File: config.mk
export PLATFORM = sky130hd
export DESIGN_NAME = gpio_irq_sense
export DESIGN_NICKNAME = d
export VERILOG_FILES = /design/src/rtl/gpio_irq_pkg.sv /design/src/rtl/girq_regfile.sv /design/src/rtl/girq_detect.sv /design/src/rtl/girq_pending.sv /design/src/rtl/gpio_irq_sense.sv
export SDC_FILE = /design/constraint.sdc
export NUM_CORES = 1
export LEC_CHECK = 0
export ABC_AREA = 1
export BUFFER_PORTS_ARGS = -buffer_cell sky130_fd_sc_hd__buf_2
export CAP_MARGIN = 40
export CELL_PAD_IN_SITES_DETAIL_PLACEMENT = 0
export CELL_PAD_IN_SITES_GLOBAL_PLACEMENT = 1
export CORE_MARGIN = 3
export CORE_UTILIZATION = 44
export CTS_CLUSTER_DIAMETER = 40
export CTS_CLUSTER_SIZE = 30
export DETAILED_ROUTE_END_ITERATION = 8
export PLACE_DENSITY = 0.93
export SYNTH_ARGS = -nofsm -noshare
export SYNTH_HDL_FRONTEND = slang
export SYNTH_SLANG_ARGS = --single-unit
File: constraint.sdc
create_clock -name clk -period 1.74 [get_ports clk]
set_input_delay 0.348 -clock clk [delete_from_list [all_inputs] [get_ports clk]]
set_output_delay 0.348 -clock clk [all_outputs]
set_load 0.01 [all_outputs]
File: src/rtl/gpio_irq_pkg.sv
package gpio_irq_pkg;

  localparam logic [4:0] OFS_ENABLE  = 5'h00;
  localparam logic [4:0] OFS_SENSE_A = 5'h04;
  localparam logic [4:0] OFS_SENSE_B = 5'h08;
  localparam logic [4:0] OFS_SENSE_C = 5'h0C;
  localparam logic [4:0] OFS_PENDING = 5'h10;

  typedef enum logic [2:0] {
    SENSE_FALL = 3'd0,
    SENSE_RISE = 3'd1,
    SENSE_BOTH = 3'd2,
    SENSE_LOW  = 3'd3,
    SENSE_HIGH = 3'd4
  } sense_e;

  // b selects level vs edge, a selects polarity, c widens rising to both edges
  function automatic sense_e decode_sense(input logic a, input logic b, input logic c);
    sense_e m;
    if (b) begin
      m = a ? SENSE_HIGH : SENSE_LOW;
    end else if (a) begin
      m = c ? SENSE_BOTH : SENSE_RISE;
    end else begin
      m = SENSE_FALL;
    end
    return m;
  endfunction

endpackage

File: src/rtl/girq_regfile.sv
module girq_regfile
  import gpio_irq_pkg::*;
#(
  parameter int NPINS = 32,
  parameter int AW    = 5
) (
  input  logic             clk,
  input  logic             rst_n,
  input  logic             reg_wr,
  input  logic [AW-1:0]    reg_addr,
  input  logic [NPINS-1:0] reg_wdata,
  input  logic [NPINS-1:0] pending,
  output logic [NPINS-1:0] enable_q,
  output logic [NPINS-1:0] sense_a_q,
  output logic [NPINS-1:0] sense_b_q,
  output logic [NPINS-1:0] sense_c_q,
  output logic [NPINS-1:0] clr_mask,
  output logic [NPINS-1:0] reg_rdata
);

  localparam logic [AW-1:0] A_EN  = AW'(OFS_ENABLE);
  localparam logic [AW-1:0] A_SA  = AW'(OFS_SENSE_A);
  localparam logic [AW-1:0] A_SB  = AW'(OFS_SENSE_B);
  localparam logic [AW-1:0] A_SC  = AW'(OFS_SENSE_C);
  localparam logic [AW-1:0] A_PND = AW'(OFS_PENDING);

  logic ld_en, ld_sa, ld_sb, ld_sc;
  logic [NPINS-1:0] enable_d, sense_a_d, sense_b_d, sense_c_d;

  always_comb begin
    ld_en    = reg_wr && (reg_addr == A_EN);
    ld_sa    = reg_wr && (reg_addr == A_SA);
    ld_sb    = reg_wr && (reg_addr == A_SB);
    ld_sc    = reg_wr && (reg_addr == A_SC);
    clr_mask = (reg_wr && (reg_addr == A_PND)) ? reg_wdata : '0;
    enable_d  = ld_en ? reg_wdata : enable_q;
    sense_a_d = ld_sa ? reg_wdata : sense_a_q;
    sense_b_d = ld_sb ? reg_wdata : sense_b_q;
    sense_c_d = ld_sc ? reg_wdata : sense_c_q;
  end

  always_ff @(posedge clk or negedge rst_n) begin
    if (!rst_n) begin
      enable_q  <= '0;
      sense_a_q <= '0;
      sense_b_q <= '0;
      sense_c_q <= '0;
    end else begin
      if (ld_en) enable_q  <= enable_d;
      if (ld_sa) sense_a_q <= sense_a_d;
      if (ld_sb) sense_b_q <= sense_b_d;
      if (ld_sc) sense_c_q <= sense_c_d;
    end
  end

  always_comb begin
    unique case (reg_addr)
      A_EN:    reg_rdata = enable_q;
      A_SA:    reg_rdata = sense_a_q;
      A_SB:    reg_rdata = sense_b_q;
      A_SC:    reg_rdata = sense_c_q;
      A_PND:   reg_rdata = pending;
      default: reg_rdata = '0;
    endcase
  end

endmodule

File: src/rtl/girq_detect.sv
module girq_detect
  import gpio_irq_pkg::*;
#(
  parameter int               NPINS      = 32,
  parameter logic [NPINS-1:0] INPUT_PINS = '1
) (
  input  logic             clk,
  input  logic             rst_n,
  input  logic [NPINS-1:0] pin_in,
  input  logic [NPINS-1:0] sense_a,
  input  logic [NPINS-1:0] sense_b,
  input  logic [NPINS-1:0] sense_c,
  output logic [NPINS-1:0] event_hit
);

  logic [NPINS-1:0] pin_q;
  logic [NPINS-1:0] raw_hit;

  always_ff @(posedge clk or negedge rst_n) begin
    if (!rst_n) pin_q <= '0;
    else        pin_q <= pin_in;
  end

  for (genvar i = 0; i < NPINS; i++) begin : g_pin
    sense_e mode;
    always_comb begin
      mode = decode_sense(sense_a[i], sense_b[i], sense_c[i]);
      unique case (mode)
        SENSE_FALL: raw_hit[i] = pin_q[i] & ~pin_in[i];
        SENSE_RISE: raw_hit[i] = ~pin_q[i] & pin_in[i];
        SENSE_BOTH: raw_hit[i] = pin_q[i] ^ pin_in[i];
        SENSE_LOW:  raw_hit[i] = ~pin_in[i];
        SENSE_HIGH: raw_hit[i] = pin_in[i];
        default:    raw_hit[i] = 1'b0;
      endcase
    end
  end

  assign event_hit = raw_hit & INPUT_PINS;

endmodule

File: src/rtl/girq_pending.sv
module girq_pending #(
  parameter int NPINS = 32
) (
  input  logic             clk,
  input  logic             rst_n,
  input  logic [NPINS-1:0] event_hit,
  input  logic [NPINS-1:0] clr_mask,
  input  logic [NPINS-1:0] enable,
  output logic [NPINS-1:0] pending_q,
  output logic             irq_q
);

  logic [NPINS-1:0] pending_d;
  logic             irq_d;

  always_comb begin
    pending_d = (pending_q & ~clr_mask) | event_hit;
    irq_d     = |(pending_q & enable);
  end

  always_ff @(posedge clk or negedge rst_n) begin
    if (!rst_n) begin
      pending_q <= '0;
      irq_q     <= 1'b0;
    end else begin
      pending_q <= pending_d;
      irq_q     <= irq_d;
    end
  end

endmodule

File: src/rtl/gpio_irq_sense.sv
module gpio_irq_sense #(
  parameter int               NPINS      = 32,
  parameter int               AW         = 5,
  parameter logic [NPINS-1:0] INPUT_PINS = 32'h0FFF_FFFF
) (
  input  logic             clk,
  input  logic             rst_n,
  input  logic             reg_wr,
  input  logic [AW-1:0]    reg_addr,
  input  logic [NPINS-1:0] reg_wdata,
  output logic [NPINS-1:0] reg_rdata,
  input  logic [NPINS-1:0] pin_in,
  output logic             irq_out
);

  logic [NPINS-1:0] enable_q, sense_a_q, sense_b_q, sense_c_q;
  logic [NPINS-1:0] clr_mask, event_hit, pending_q;

  girq_regfile #(.NPINS(NPINS), .AW(AW)) u_regs (
    .clk(clk), .rst_n(rst_n), .reg_wr(reg_wr), .reg_addr(reg_addr),
    .reg_wdata(reg_wdata), .pending(pending_q), .enable_q(enable_q),
    .sense_a_q(sense_a_q), .sense_b_q(sense_b_q), .sense_c_q(sense_c_q),
    .clr_mask(clr_mask), .reg_rdata(reg_rdata)
  );

  girq_detect #(.NPINS(NPINS), .INPUT_PINS(INPUT_PINS)) u_det (
    .clk(clk), .rst_n(rst_n), .pin_in(pin_in), .sense_a(sense_a_q),
    .sense_b(sense_b_q), .sense_c(sense_c_q), .event_hit(event_hit)
  );

  girq_pending #(.NPINS(NPINS)) u_pnd (
    .clk(clk), .rst_n(rst_n), .event_hit(event_hit), .clr_mask(clr_mask),
    .enable(enable_q), .pending_q(pending_q), .irq_q(irq_out)
  );

endmodule

==> impl_metrics.toml <==
[global_routing]
antenna_found_initial = 0
grt_overflow = 0
grt_pass1_vias = 10100
grt_max_degree = 42
grt_pass1_wl_um = 51700
grt_usage_pct = 24.4

[pwr]
leakage_nw = 7.30
cellPowerDensity_nw_per_um2 = 883
peakVddDrop_uv = 486
finalPower_w = 0.0119

[clock_network]
cts-root-buf = "clkbuf_16"
cts.reportedPaths.clkPinSlew_ns = 0.07
htreeDepth = 4
clock_latency_ns = 0.44
cts_tree = "done"
cts.sinks = 189
numCtsBuffers = 17
clockBufferDepth = 2

[drt]
avgRoutedWirePerCell_um = 16.7
routed_wl_um = 33000
viasPerCell = 5.34
drtIter0Drc = 859
route.met2.wl_um = 16000
dr_wl_met3_um = 2300
met1_length_um = 13900
top_layer_used = "met4"
first_pass_iters = 7
num_vias = 10500
drc = 0
ant_nets = 0

[cells_and_area]
stdcell_area_um2 = 13400
fin_nets = 1768
antenna_cells = 0
final_cell_mix = "nand2_1, dfrtp_1, inv_1"
fin_cells = 1971
multi_input_area_um2 = 5250
final_common_cell = "nand2_1"
layout.area.seq_um2 = 4730
fill_cells = 2200
drive_gt1_share_pct = 16.9
synthToLayoutAreaGrowth_pct = 24.3

[synthesis]
yosysSeqAreaShare_pct = 43.7
yosys_warnings = 0
synth_seq_cells = 189
synthCells = 1497
syn-cell-area_um2 = 10800
syn_avg_cell_area_um2 = 7.23
syn_nets = 1625
synth_cell_type_count = 19

[sta]
slew_viol_final = 0
layout_setup_ws_ns = -0.0782
fmax_mhz = 550
finalCritPeriodShare_pct = 104
rsz0062_at_grt = "true"
holdWs_ns = 0.0469
skew_ns = 0.00920
report.final.setup_viol = 21
final_hold_viol_count = 0
tightest_slew_ns = 0.432
slew_headroom_pct = 71.2
fin_crit_ns = 1.82

[placement]
dp_hpwl_um = 21700
dpl-instance-area_um2 = 12100
gp_congestion = 0.820
place_ws_ns = -0.203
io_buffers = 100
placed_cells = 1910

[setup_path]
worstPathMaxFanout = 6
slowest_stage = "buf_12"
r2r-end = "u_pnd.pending_q[16]"
cpPeakStageDelay_ns = 0.14
rrSetupSlack_ns = 0.60
cp-start-kind = "input port"
reg2reg_depth = 6
arrival_ns = 1.47
critPathKind = "in -> out"
cp.required_ns = 1.39
crit_path_cell_trace = "buf_6 -> nor2_4 -> buf_12 -> nand3_4 -> inv_6 -> buf_12 -> buf_12 -> nand2_1 -> nand2_1 -> inv_1 -> nand2_1 -> buf_2"
end_kind = "output port"
rr_startpoint = "u_det.pin_q[16]"

[hold_path]
worstHoldStart = "pin_in[21]"
hold_path_end = "u_det.pin_q[21]"
hp-class = "in -> reg"
worstHoldPathCells = 1

[status]
outcome = "finished, violations left"
violations = "setup timing"

[floorplanning]
num_rows = 56
initial_core_util_pct = 45.4
die_y_um = 163
die_w_um = 163
io_pins = 105
dieArea_um2 = 26500
fp.coreArea_um2 = 23800

[flow_run]
cap_violations = 0
[worst max-delay path by stage]
stage,startpoint,to,depth (start not counted)
2_1_floorplan,reg_addr[1],reg_rdata[11],9
3_3_place_gp,reg_addr[1],reg_rdata[10],8
3_5_place_dp,reg_addr[1],reg_rdata[10],8
4_1_cts,reg_addr[0],reg_rdata[31],12
5_1_grt,reg_addr[1],reg_rdata[1],12
6_report,reg_addr[1],reg_rdata[15],12
[area by class of cell]
cell class              count  area share [%]
clock inverters            11           0.661
clock buffers              20            3.32
inverters                 175            4.94
repair buffers            197            13.9
well taps                 319            2.97
flip-flops and latches    189            35.2
multi-input cells        1060            39.1
[registers in the layout, summed over array words and instances (netlist names)]
register          count
u_regs.sense_a_q     32
u_regs.sense_b_q     32
u_pnd.pending_q      32
u_regs.sense_c_q     32
u_det.pin_q          28
u_regs.enable_q      32
u_pnd.irq_q           1
[kinds of logic after synthesis]
group           count (synthesis)  synth area share, %
fa+ha+maj                      56                 6.47
buf+inv                       248                 9.19
simple gates                  834                 32.2
compound gates                170                 8.44
flops                         189                 43.7
[report_power, final]
| part | leakage (nW) | switching [W] | total (W) | internal [W] |
|---|---|---|---|---|
| Combinational | 4.84 | 0.00151 | 0.00249 | 0.000985 |
| Clock | 0.253 | 0.00181 | 0.00369 | 0.00188 |
| Sequential | 2.21 | 0.000626 | 0.00569 | 0.00506 |
[synthesized netlist by cell type]
cell | count | share of area (%)
a21oi_1 | 31 | 1.4
ha_1 | 56 | 6.5
o21ai_1 | 58 | 2.7
inv_1 | 170 | 5.9
nand3_1 | 62 | 2.9
nand3_2 | 2 | 0.18
buf_1 | 10 | 0.35
clkbuf_1 | 26 | 0.90
dfrtp_1 | 189 | 44
inv_2 | 5 | 0.17
o211ai_1 | 25 | 1.7
o21ai_0 | 56 | 2.6
buf_4 | 7 | 0.49
buf_2 | 30 | 1.4
nand2_1 | 590 | 20
nand4_1 | 96 | 5.5
nor2_4 | 2 | 0.21
nor2_2 | 3 | 0.17
nor2_1 | 79 | 2.7
[critical path: cells and delay by family]
family / cells / cell delay [ns]
AND/OR/NAND/NOR: 5 / 0.39
buffers and inverters: 7 / 0.72
[per-stage QoR]
step / utilization [%] / setup TNS [ns]
6_report: 56.4 / -0.812
5_1_grt: 56.4 / -2.62
4_1_cts: 55.1 / -0.949
3_5_place_dp: 50.9 / -7.94
3_3_place_gp: 50.9 / -5.82
2_1_floorplan: - / 0
[per-layer routing]
metal | up-vias | track usage [%]
met2 | 393 | 42.1
met5 | - | 0
met1 | 4993 | 31.9
met4 | 0 | 6.61
li1 | 5080 | -
met3 | 50 | 3.74
[what timing repair did]
| item | CTS | global route |
|---|---|---|
| hold buffers | 1 | 0 |
| setup buffers | 14 | 6 |
| setup endpoints to repair | 32 | 32 |
| cloned | 4 | 7 |
| hold endpoints to repair | 36 | 0 |
| pin swaps | 8 | 20 |
| resized for setup | 53 | 53 |
Note: power is estimated with default switching activity, not from simulation.
